==> src/rtl/swsd_pkg.sv <==
package swsd_pkg;

    // Detector states: no sync seen, zero-range sync seen, one-range sync seen.
    typedef enum logic [1:0] {
        DET_CLEAR    = 2'd0,
        DET_ZERO_RUN = 2'd1,
        DET_ONE_RUN  = 2'd2
    } det_state_e;

    // Classification of the upper bits of a character.
    typedef enum logic [1:0] {
        CLS_PLAIN = 2'd0,
        CLS_ZEROS = 2'd1,
        CLS_ONES  = 2'd2
    } hi_class_e;

endpackage

==> src/rtl/swsd_capture.sv <==
module swsd_capture #(
    parameter int DATA_W = 10
) (
    input  logic              clk,
    input  logic              rst_n,
    input  logic [DATA_W-1:0] char_d,
    input  logic              filt_en_n_d,
    input  logic              xport_d,
    output logic [DATA_W-1:0] char_q,
    output logic              filt_en_n_q,
    output logic              xport_q
);

    // The reset state has the filter off and video mode selected.
    always_ff @(posedge clk or negedge rst_n) begin
        if (!rst_n) begin
            char_q      <= '0;
            filt_en_n_q <= 1'b1;
            xport_q     <= 1'b0;
        end else begin
            char_q      <= char_d;
            filt_en_n_q <= filt_en_n_d;
            xport_q     <= xport_d;
        end
    end

endmodule

==> src/rtl/swsd_filter.sv <==
module swsd_filter #(
    parameter int DATA_W = 10,
    parameter int LOW_W  = 2
) (
    input  logic [DATA_W-1:0] char_q,
    input  logic              filt_en_n_q,
    input  logic              xport_q,
    output logic [DATA_W-1:0] char_f
);
    import swsd_pkg::*;

    localparam int HI_W = DATA_W - LOW_W;

    logic [HI_W-1:0] hi_bits;
    hi_class_e       cls;
    logic            force_low;
    logic            fill_val;

    assign hi_bits = char_q[DATA_W-1:LOW_W];

    always_comb begin
        if (hi_bits == '0)      cls = CLS_ZEROS;
        else if (hi_bits == '1) cls = CLS_ONES;
        else                    cls = CLS_PLAIN;
    end

    // Widening applies only in video mode with the filter enabled.
    assign force_low = !filt_en_n_q && !xport_q && (cls != CLS_PLAIN);
    assign fill_val  = (cls == CLS_ONES);

    assign char_f[DATA_W-1:LOW_W] = hi_bits;

    for (genvar i = 0; i < LOW_W; i++) begin : g_low
        assign char_f[i] = force_low ? fill_val : char_q[i];
    end

endmodule

==> src/rtl/swsd_detect.sv <==
module swsd_detect #(
    parameter int DATA_W = 10,
    parameter int LOW_W  = 2
) (
    input  logic              clk,
    input  logic              rst_n,
    input  logic [DATA_W-1:0] char_q,
    input  logic              xport_q,
    output logic              sync_flag_n
);
    import swsd_pkg::*;

    localparam int HI_W = DATA_W - LOW_W;

    det_state_e      state_q;
    det_state_e      state_d;
    logic [HI_W-1:0] hi_bits;
    logic            hi_zero;
    logic            hi_one;

    assign hi_bits = char_q[DATA_W-1:LOW_W];
    assign hi_zero = ~|hi_bits;
    assign hi_one  = &hi_bits;

    // State register
    always_ff @(posedge clk or negedge rst_n) begin
        if (!rst_n) state_q <= DET_CLEAR;
        else        state_q <= state_d;
    end

    // Next state: GO_ZERO, GO_ONE or GO_CLEAR from any state
    always_comb begin
        state_d = DET_CLEAR;
        unique case (state_q)
            DET_CLEAR, DET_ZERO_RUN, DET_ONE_RUN: begin
                if (xport_q)      state_d = DET_CLEAR;
                else if (hi_zero) state_d = DET_ZERO_RUN;
                else if (hi_one)  state_d = DET_ONE_RUN;
                else              state_d = DET_CLEAR;
            end
            default: state_d = DET_CLEAR;
        endcase
    end

    // Outputs
    always_comb begin
        sync_flag_n = 1'b1;
        unique case (state_q)
            DET_CLEAR:    sync_flag_n = 1'b1;
            DET_ZERO_RUN: sync_flag_n = 1'b0;
            DET_ONE_RUN:  sync_flag_n = 1'b0;
            default:      sync_flag_n = 1'b1;
        endcase
    end

endmodule

==> src/rtl/sync_word_screen.sv <==
module sync_word_screen #(
    parameter int DATA_W = 10,
    parameter int LOW_W  = 2
) (
    input  logic              clk,
    input  logic              rst_n,
    input  logic [DATA_W-1:0] char_in,
    input  logic              filt_en_n,
    input  logic              xport_mode,
    output logic [DATA_W-1:0] char_out,
    output logic              sync_flag_n
);

    logic [DATA_W-1:0] char_q;
    logic              filt_en_n_q;
    logic              xport_q;

    swsd_capture #(.DATA_W(DATA_W)) u_capture (
        .clk         (clk),
        .rst_n       (rst_n),
        .char_d      (char_in),
        .filt_en_n_d (filt_en_n),
        .xport_d     (xport_mode),
        .char_q      (char_q),
        .filt_en_n_q (filt_en_n_q),
        .xport_q     (xport_q)
    );

    swsd_filter #(.DATA_W(DATA_W), .LOW_W(LOW_W)) u_filter (
        .char_q      (char_q),
        .filt_en_n_q (filt_en_n_q),
        .xport_q     (xport_q),
        .char_f      (char_out)
    );

    swsd_detect #(.DATA_W(DATA_W), .LOW_W(LOW_W)) u_detect (
        .clk         (clk),
        .rst_n       (rst_n),
        .char_q      (char_q),
        .xport_q     (xport_q),
        .sync_flag_n (sync_flag_n)
    );

endmodule

==> config.mk <==
export PLATFORM = sky130hd
export DESIGN_NAME = sync_word_screen
export DESIGN_NICKNAME = d
export VERILOG_FILES = /design/src/rtl/swsd_pkg.sv /design/src/rtl/swsd_capture.sv /design/src/rtl/swsd_filter.sv /design/src/rtl/swsd_detect.sv /design/src/rtl/sync_word_screen.sv
export SDC_FILE = /design/constraint.sdc
export NUM_CORES = 1
export LEC_CHECK = 0
export ABC_AREA = 0
export BUFFER_PORTS_ARGS = -buffer_cell sky130_fd_sc_hd__buf_2
export CORE_AREA = 2 2 39 41
export CTS_CLUSTER_DIAMETER = 120
export DETAILED_ROUTE_END_ITERATION = 12
export DIE_AREA = 0 0 41 43
export PLACE_DENSITY = 0.75
export SYNTH_ARGS = -nofsm -noshare
export SYNTH_HDL_FRONTEND = slang
export SYNTH_HIERARCHICAL = 1
export SYNTH_SLANG_ARGS = --single-unit
==> constraint.sdc <==
create_clock -name clk -period 1.6 [get_ports clk]
set_input_delay 0.32 -clock clk [delete_from_list [all_inputs] [get_ports clk]]
set_output_delay 0.32 -clock clk [all_outputs]
set_load 0.01 [all_outputs]
# After elaboration in Yosys (flattened, before gate mapping)
# Cells that the tools add are included.
word_totals:
  reg_bits: 14
  latchBits: 0
  mem_bits_rw: 0
  romBits: 0
  in_bits: 14
  out_inout_bits: 11
  wordCells: 28
  mem_count: 0
classes:
  add_sub_neg: 0
  mul: 0
  n_div: 0
  order_cmp: 0
  eq_ne: 4
  shift: 0
  muxes: 9
  n_bitwise: 0
  reduce_logical: 11
op_table:
  columns: ["op", "n"]
  rows:
  - ["2-to-1 mux 2 bit", 6]
  - ["== test 8 bit (second input constant)", 1]
  - ["zero test 8 bit", 1]
  - ["AND reduction 8 bit", 1]
  - ["OR reduction 8 bit", 1]
  - ["== test 2 bit (second input constant)", 2]
  - ["2-to-1 mux 1 bit", 3]
  - ["OR reduction 3 bit", 1]
  - ["== test 2 x 1 -> 1 bit (second input constant)", 1]
  - ["logical AND 1 bit", 2]
  - ["zero test 1 bit", 2]
  - ["zero test 2 bit", 1]
  - ["nonzero test 2 bit", 1]
  - ["OR reduction 2 bit", 1]

# Longest topological paths before layout
# Gate-level depths: netlist of run 1.
depth:
  ltp_word: 6
  mapped_depth: 3
  depth_no_buf: 3

# Cells and area by module
# The synthesis of run 1 kept the hierarchy.
by_module_without_submodules:
  columns: ["mod", "n_inst", "cells_each", "area_each_um2", "seq_area_each_um2"]
  rows:
  - ["swsd_capture", 1, 12, 301.5, 301.5]
  - ["swsd_filter", 1, 17, 127.6, 0.0]
  - ["swsd_detect", 1, 10, 112.6, 50.0]

# Least setup slack after synthesis of run 1
# No wires, ideal clock.
synth_timing:
  path_type: "flip-flop to flip-flop"
  start: "register u_detect.state_q[0]"
  end: "register u_detect.state_q[0]"
  setup_time_ns: 0.096
  arrival_ns: 1.239
  required_time_ns: 1.504
  setup_slack_ns: 0.266
  path_stages_with_launch: 4
  path_buffers: 0
  period_less_slack_ns: 1.334
  cell_sequence: "dfrtp_1 ha_1 or4_1 nor4_2"
synth_between:
  elab_chain_len: 3
  elab_cells_between_ends: 5
  cone_classes: "eq/ne: 2; mux: 1; reduce/logical: 2"
synth_rtl:
  columns: ["element", "line", "text"]
  rows:
  - ["from (decl)", "swsd_detect.sv:15", "det_state_e state_q;"]
  - ["from (signal assigned)", "swsd_detect.sv:28", "else state_q <= state_d;"]
  - ["== test 2 x 1 -> 1 bit, or another cell as far along", "swsd_detect.sv:34", "unique case (state_q)"]
  - ["OR reduction 3 bit *", "swsd_detect.sv:34", null]
  - ["2-to-1 mux 2 bit *", "swsd_detect.sv:34", null]
  - ["named net u_detect.state_d[0]", "swsd_detect.sv:16", "det_state_e state_d;"]
# The timed path passes the listed nets; every way through them passes the cells marked *.

# Final worst setup path of run 1
layout_timing:
  start: "register u_capture.char_q[8]"
  end: "output port char_out[0]"
layout_between:
  elab_chain_len: 6
  elab_cells_between_ends: 8
  cone_classes: "eq/ne: 2; mux: 3; reduce/logical: 3"
layout_rtl:
  columns: ["element", "line", "text"]
  rows:
  - ["from (decl)", "swsd_capture.sv:9", "output logic [DATA_W-1:0] char_q,"]
  - ["from (signal assigned)", "swsd_capture.sv:21", "char_q <= char_d;"]
  - ["== test 8 bit", "swsd_filter.sv:23", "else if (hi_bits == '1) cls = CLS_ONES;"]
  - ["2-to-1 mux 2 bit", "swsd_filter.sv:23", null]
  - ["2-to-1 mux 2 bit *", "swsd_filter.sv:22", "if (hi_bits == '0) cls = CLS_ZEROS;"]
  - ["nonzero test 2 bit", "swsd_filter.sv:28", "assign force_low = !filt_en_n_q && !xport_q && (cls != CLS_PLAIN);"]
  - ["logical AND 1 bit", "swsd_filter.sv:28", null]
  - ["2-to-1 mux 1 bit *", "swsd_filter.sv:34", "assign char_f[i] = force_low ? fill_val : char_q[i];"]
  - ["to (decl)", "sync_word_screen.sv:10", "output logic [DATA_W-1:0] char_out,"]
# Mark *: on every way between the ends. The rest lies on a longest branch, timed or not.

==> impl_metrics.csv, run 1 <==
group,metric,value,unit
run_status,status,"complete, but fails checks",
setup_path,worst-path-max-fanout,5,
yosys,synth.area.top_cells,"dfrtp_1, buf_4, nor4_2",
sta,relSlewSlack,80.5,%
floorplan,rows,14,
final_layout,antenna_cells,0,
power_and_ir_drop,clockPowerShare,34.9,%
sta,setup-violations-final,2,
routing,dr.pass1.iters,4,
power_and_ir_drop,p_sw_share,21.8,%
final_layout,mostFrequentLayoutCells,"buf_2, dfrtp_1, buf_4, nor4_2, nand4_1",
routing,vias_per_cell,4.75,
sta,clock_skew,0.00163,ns
routing,num_vias,394,
yosys,syn_inst,39,
final_layout,nets,83,
power_and_ir_drop,switching_power,0.152,mW
setup_path,worst_setup_path_end_kind,"primary output",
placed_design,place_ws,0.149,ns
clocking,cts_inserted_buffers,3,
clocking,clock_latency,0.27,ns
power_and_ir_drop,p_int,0.546,mW
job,maxCapViolCount,0,
placed_design,place_congestion,0.732,
global_routing,globalRouteOverflowTotal,0,
sta,fmax,588,MHz
worst_hold_path,hold_class,"in -> reg",
clocking,cts_root_buf,"clkbuf_4",
clocking,cts_sinks,14,
routing,dr.first_iter.drc_count,3,
yosys,ys_ff_latch,14,
global_routing,grt_max_degree,15,
yosys,syn_avg_cell_area,13.9,um^2
yosys,ys_seq_area_share,64.9,%
power_and_ir_drop,seqPwrFrac,55.5,%
floorplan,die_w,41,um
power_and_ir_drop,p_comb_share,9.5,%
global_routing,antenna_found_initial,0,
routing,wl_per_cell,12.6,um
yosys,syn_nets,54,
final_layout,fin_cells,83,
clocking,clk_path_buf_depth,2,
clocking,htreeDepth,1,
sta,setup_ws,-0.0997,ns
floorplan,die_h,43,um
sta,post-route-period-util,106,%
final_layout,final_cell_area,729,um^2
placed_design,hpwlAfterDp,768,um
power_and_ir_drop,p_leak,0.351,nW
global_routing,grt_pass1_wl,1590,um
sta,final-max-slew-violation-count,0,
power_and_ir_drop,power.total,0.698,mW
floorplan,core-area,1380,um^2
yosys,ys_warn_count,6,
setup_path,critical_path_class,"reg -> out",
final_layout,area.growth.synth_to_final,34.6,%
run_status,violations,"negative setup slack",
floorplan,start_util,39.2,%
sta,whs,0.140,ns
routing,ant_nets,0,
setup_path,critPathArrivalTime,1.38,ns
global_routing,track_usage,13.8,%
routing,drc,0,
floorplan,die-area,1760,um^2
clocking,clk_pin_slew,0.08,ns
clocking,cts_tree,"yes",
final_layout,layout-drive-gt1-share,62.7,%
sta,fin_crit,1.70,ns
power_and_ir_drop,power.density,956,nW/um^2
final_layout,n_fill_cell,128,
placed_design,dpl_cell_area,622,um^2
power_and_ir_drop,ir_worst_vdd,0.493,mV
setup_path,cp-start-kind,"register",
placed_design,port_buffers,24,
sta,rsz0062_at_grt,"true",
global_routing,grt_pass1_vias,404,
routing,wirelength,1050,um
yosys,yosysTopAreaCell,"dfrtp_1",
yosys,syn-cell-area,542,um^2
yosys,synth_top_area_share,60.0,%
sta,worstMarginPinSlew,0.293,ns
final_layout,final_common_cell,"buf_2",
yosys,synth_cell_type_count,12,
placed_design,place_inst,71,
sta,hold_viol,0,
setup_path,cp_data_required_time,1.28,ns
floorplan,ios,25,
## cell type report
type	count	area [um^2]	area share [%]
repair buffers	32	183	25.0
multi-input cells	16	133	18.2
clock buffers	4	36.3	4.97
well taps	16	20.0	2.74
flip-flops and latches	14	354	48.5
inverters	1	3.75	0.515
## stage by stage
| stage | util [%] | setup TNS [ns] |
|---|---|---|
| after CTS | 52.0 | -0.233 |
| after floorplan | - | 0 |
| final | 52.7 | -0.197 |
| after global routing | 52.7 | -0.358 |
| after detailed placement | 44.9 | 0 |
| after global placement | 44.9 | 0 |
## final timing paths
kind | startpoint | endpoint | slack, ns | cells past startpoint
hold reg to reg | u_capture/char_q[8]$_DFF_PN0_ | u_detect/state_q[0]$_DFF_PN0_ | 0.51 | 1
setup / recovery | u_capture/char_q[8]$_DFF_PN0_ | char_out[0] | -0.1 | 4
max in group asynchronous | rst_n | u_capture/filt_en_n_q$_DFF_PN1_ | 0.86 | 2
setup reg to reg | u_capture/char_q[5]$_DFF_PN0_ | u_detect/state_q[0]$_DFF_PN0_ | 0.13 | 4
hold / removal | filt_en_n | u_capture/filt_en_n_q$_DFF_PN1_ | 0.14 | 1
min in group asynchronous | rst_n | u_detect/state_q[1]$_DFF_PN0_ | 0.46 | 2
## repair_timing
item	4_1_cts	5_1_grt
pin swaps	4	2
hold buffers	1	0
gates resized for setup	1	2
hold endpoints to repair	13	0
endpoints found under the setup margin	2	2
buffers inserted	6	1
## critical path: stages, from the launching register on
cell and delay [ns]:
dfrtp_2 0.45, nor4_2 0.25, nand3_1 0.12, a21o_1 0.16
buf_2 0.13
## Yosys cell counts
cell type and instances:
nand3_1 1, ha_1 1, nand4_1 4, nor4_1 2
dfrtp_1 13, a21o_1 2, inv_1 1, nor4_2 3
or4_1 2, dfstp_2 1, buf_4 8, nor2_1 1
## kinds of logic (layout without fill, tap and decap cells)
| kind of cell | after synthesis | count (layout) | share of synthesized area, % |
|---|---|---|---|
| flip-flops | 14 | 14 | 64.9 |
| AND/OR/NAND/NOR | 13 | 13 | 18.2 |
| buffers and inverters | 9 | 37 | 11.8 |
| AO/OA/AOI/OAI | 2 | 2 | 2.77 |
| adder cells (fa/ha/maj) | 1 | 1 | 2.31 |
## registers in the layout, indices dropped and copies added (netlist names)
register / flops
u_capture/xport_q: 1
u_detect/state_q: 2
u_capture/filt_en_n_q: 1
u_capture/char_q: 10
## metal layers
metal | wire length, um | vias to the layer above | GRT usage (%)
met5 | 0 | - | 0
met4 | 14 | 0 | 10.0
met3 | 65 | 2 | 3.66
met2 | 570 | 18 | 20.9
met1 | 397 | 184 | 15.8
li1 | - | 190 | -
## power by group through the flow
stage	Clock, mW	Combinational, mW	Sequential [mW]
finish	0.244	0.0663	0.388
detailed placement	0	0.0499	0.395
CTS	0.252	0.0651	0.386
global route	0.269	0.0727	0.390
global placement	0	0.0488	0.393
floorplan	0	0.0293	0.391
Power figures use the tool's default switching activity.
==> inputs of run 2 (changes only) <==
- SETUP_SLACK_MARGIN: default -> 0.1
- clock period: 1.6 -> 2.1 ns (I/O delays scaled with it)
==> run 2 against run 1 <==
The flow now finishes without violations. Global-route usage is 1.6 points lower. Clock-buffer cell count did not move. First-iteration DRC count decreased by 67%. Hold slack lost 0.12 ns. Wire length down 14%. Critical path type unchanged. Largest cell class unchanged.
==> impl_metrics.csv, run 2 (synthesis results as in run 1) <==
group,metric,value,unit
global_routing,grt_pass1_wl,1410,um
final_layout,area.growth.synth_to_final,21.5,%
floorplan,die_h,43,um
routing,drc,0,
routing,ant_nets,0,
floorplan,core-area,1380,um^2
final_layout,mostFrequentLayoutCells,"buf_2, dfrtp_1, nand4_1, clkbuf_4, nor4_2",
sta,relSlewSlack,77.0,%
job,maxCapViolCount,0,
placed_design,dpl_cell_area,622,um^2
clocking,clk_pin_slew,0.08,ns
sta,setup-violations-final,0,
floorplan,ios,25,
final_layout,layout-drive-gt1-share,54.2,%
floorplan,die-area,1760,um^2
final_layout,final_common_cell,"buf_2",
clocking,cts_hold_buffers,0,
clocking,cts_sinks,14,
global_routing,track_usage,12.2,%
setup_path,rrSetupSlack,0.64,ns
clocking,clk_path_buf_depth,2,
sta,tns,0,ns
power_and_ir_drop,power.density,785,nW/um^2
global_routing,antenna_found_initial,0,
final_layout,n_fill_cell,128,
run_status,status,"complete, no violations",
sta,worstMarginPinSlew,0.342,ns
sta,fin_crit,1.84,ns
setup_path,endpoint,"char_out[0]",
setup_path,critPathArrivalTime,1.42,ns
clocking,htreeDepth,1,
placed_design,place_congestion,0.732,
routing,wl_per_cell,12.1,um
routing,dr.first_iter.drc_count,1,
final_layout,nets,75,
clocking,ctsResizeCount,0,
sta,fmax,543,MHz
sta,clock_skew,0.00470,ns
floorplan,rows,14,
final_layout,largest_register_ffs,10,
clocking,cts_root_buf,"clkbuf_4",
routing,num_vias,371,
global_routing,grt_max_degree,15,
global_routing,globalRouteOverflowTotal,0,
setup_path,cp-start-kind,"register",
clocking,cts_inserted_buffers,3,
setup_path,worst_setup_path_end_kind,"primary output",
routing,dr.pass1.iters,2,
setup_path,critical_path_class,"reg -> out",
setup_path,ff2ff_path_depth,3,
setup_path,r2r-start,"u_detect/state_q[0]$_DFF_PN0_",
final_layout,reg_top3,"u_capture/char_q x10, u_detect/state_q x2",
placed_design,hpwlAfterDp,768,um
sta,rsz0062_at_grt,"false",
sta,post-route-period-util,87.7,%
routing,wirelength,904,um
setup_path,critPathLaunch,"u_capture/char_q[5]$_DFF_PN0_",
power_and_ir_drop,ir_worst_vdd,0.363,mV
placed_design,port_buffers,24,
worst_hold_path,hold_class,"in -> async",
clocking,post-cts-setup-buffer-count,0,
setup_path,worst-path-max-fanout,5,
power_and_ir_drop,p_leak,0.316,nW
floorplan,die_w,41,um
global_routing,grt_pass1_vias,370,
floorplan,start_util,39.2,%
final_layout,antenna_cells,0,
setup_path,cp_data_required_time,1.68,ns
clocking,clock_latency,0.27,ns
final_layout,top_register,"u_capture/char_q",
clocking,cts_tree,"yes",
final_layout,final_cell_area,658,um^2
sta,final-max-slew-violation-count,0,
sta,hold_viol,0,
setup_path,worst_r2r_endpoint,"u_detect/state_q[0]$_DFF_PN0_",
routing,vias_per_cell,4.95,
run 2: per-layer routing:
| metal | track usage [%] | share of wire (%) | vias to the layer above |
|---|---|---|---|
| li1 | - | - | 176 |
| met1 | 13.4 | 38 | 175 |
| met2 | 18.4 | 53 | 16 |
| met3 | 3.66 | 6.9 | 4 |
| met4 | 9.33 | 2.3 | 0 |
| met5 | 0 | 0 | - |
run 2: worst min path at each step:
stage,startpoint,slack [ns],endpoint
final,rst_n,0.02,u_detect/state_q[0]$_DFF_PN0_
after global placement,rst_n,0.32,u_detect/state_q[0]$_DFF_PN0_
after CTS,rst_n,0.02,u_capture/char_q[2]$_DFF_PN0_
after global routing,rst_n,0.03,u_detect/state_q[1]$_DFF_PN0_
after floorplan,rst_n,0.12,u_capture/char_q[0]$_DFF_PN0_
after detailed placement,rst_n,0.33,u_capture/char_q[2]$_DFF_PN0_
run 2: where the power goes:
group	leakage (nW)	switching, mW	internal (mW)
registers	0.167	0.0137	0.282
clock network	0.0210	0.0788	0.105
logic	0.128	0.0180	0.0187
run 2: layout make-up:
type,instances,area [um^2],share of cell area [%]
well taps,16,20.0,3.04
flip-flops and latches,14,352,53.4
multi-input cells,16,126,19.2
clock buffers,4,36.3,5.51
inverters,1,3.75,0.570
repair buffers,24,120,18.3
run 2: worst max-delay path: stages (launching register included):
cell	delay [ns]
dfrtp_1	0.43
nor4_2	0.29
nand3_1	0.12
a21o_1	0.18
buf_2	0.13
run 2: per-stage QoR:
stage               util, %  cells  power (mW)  worst slack [ns]  hold WS [ns]
finish                 47.6     75       0.516             0.259        0.0163
global route           47.6     75       0.538             0.158        0.0340
CTS                    47.6     75       0.525             0.243        0.0207
detailed placement     44.9     71       0.339             0.549         0.325
global placement       44.9     71       0.337             0.532         0.320
floorplan                 -     39       0.320             0.705         0.124
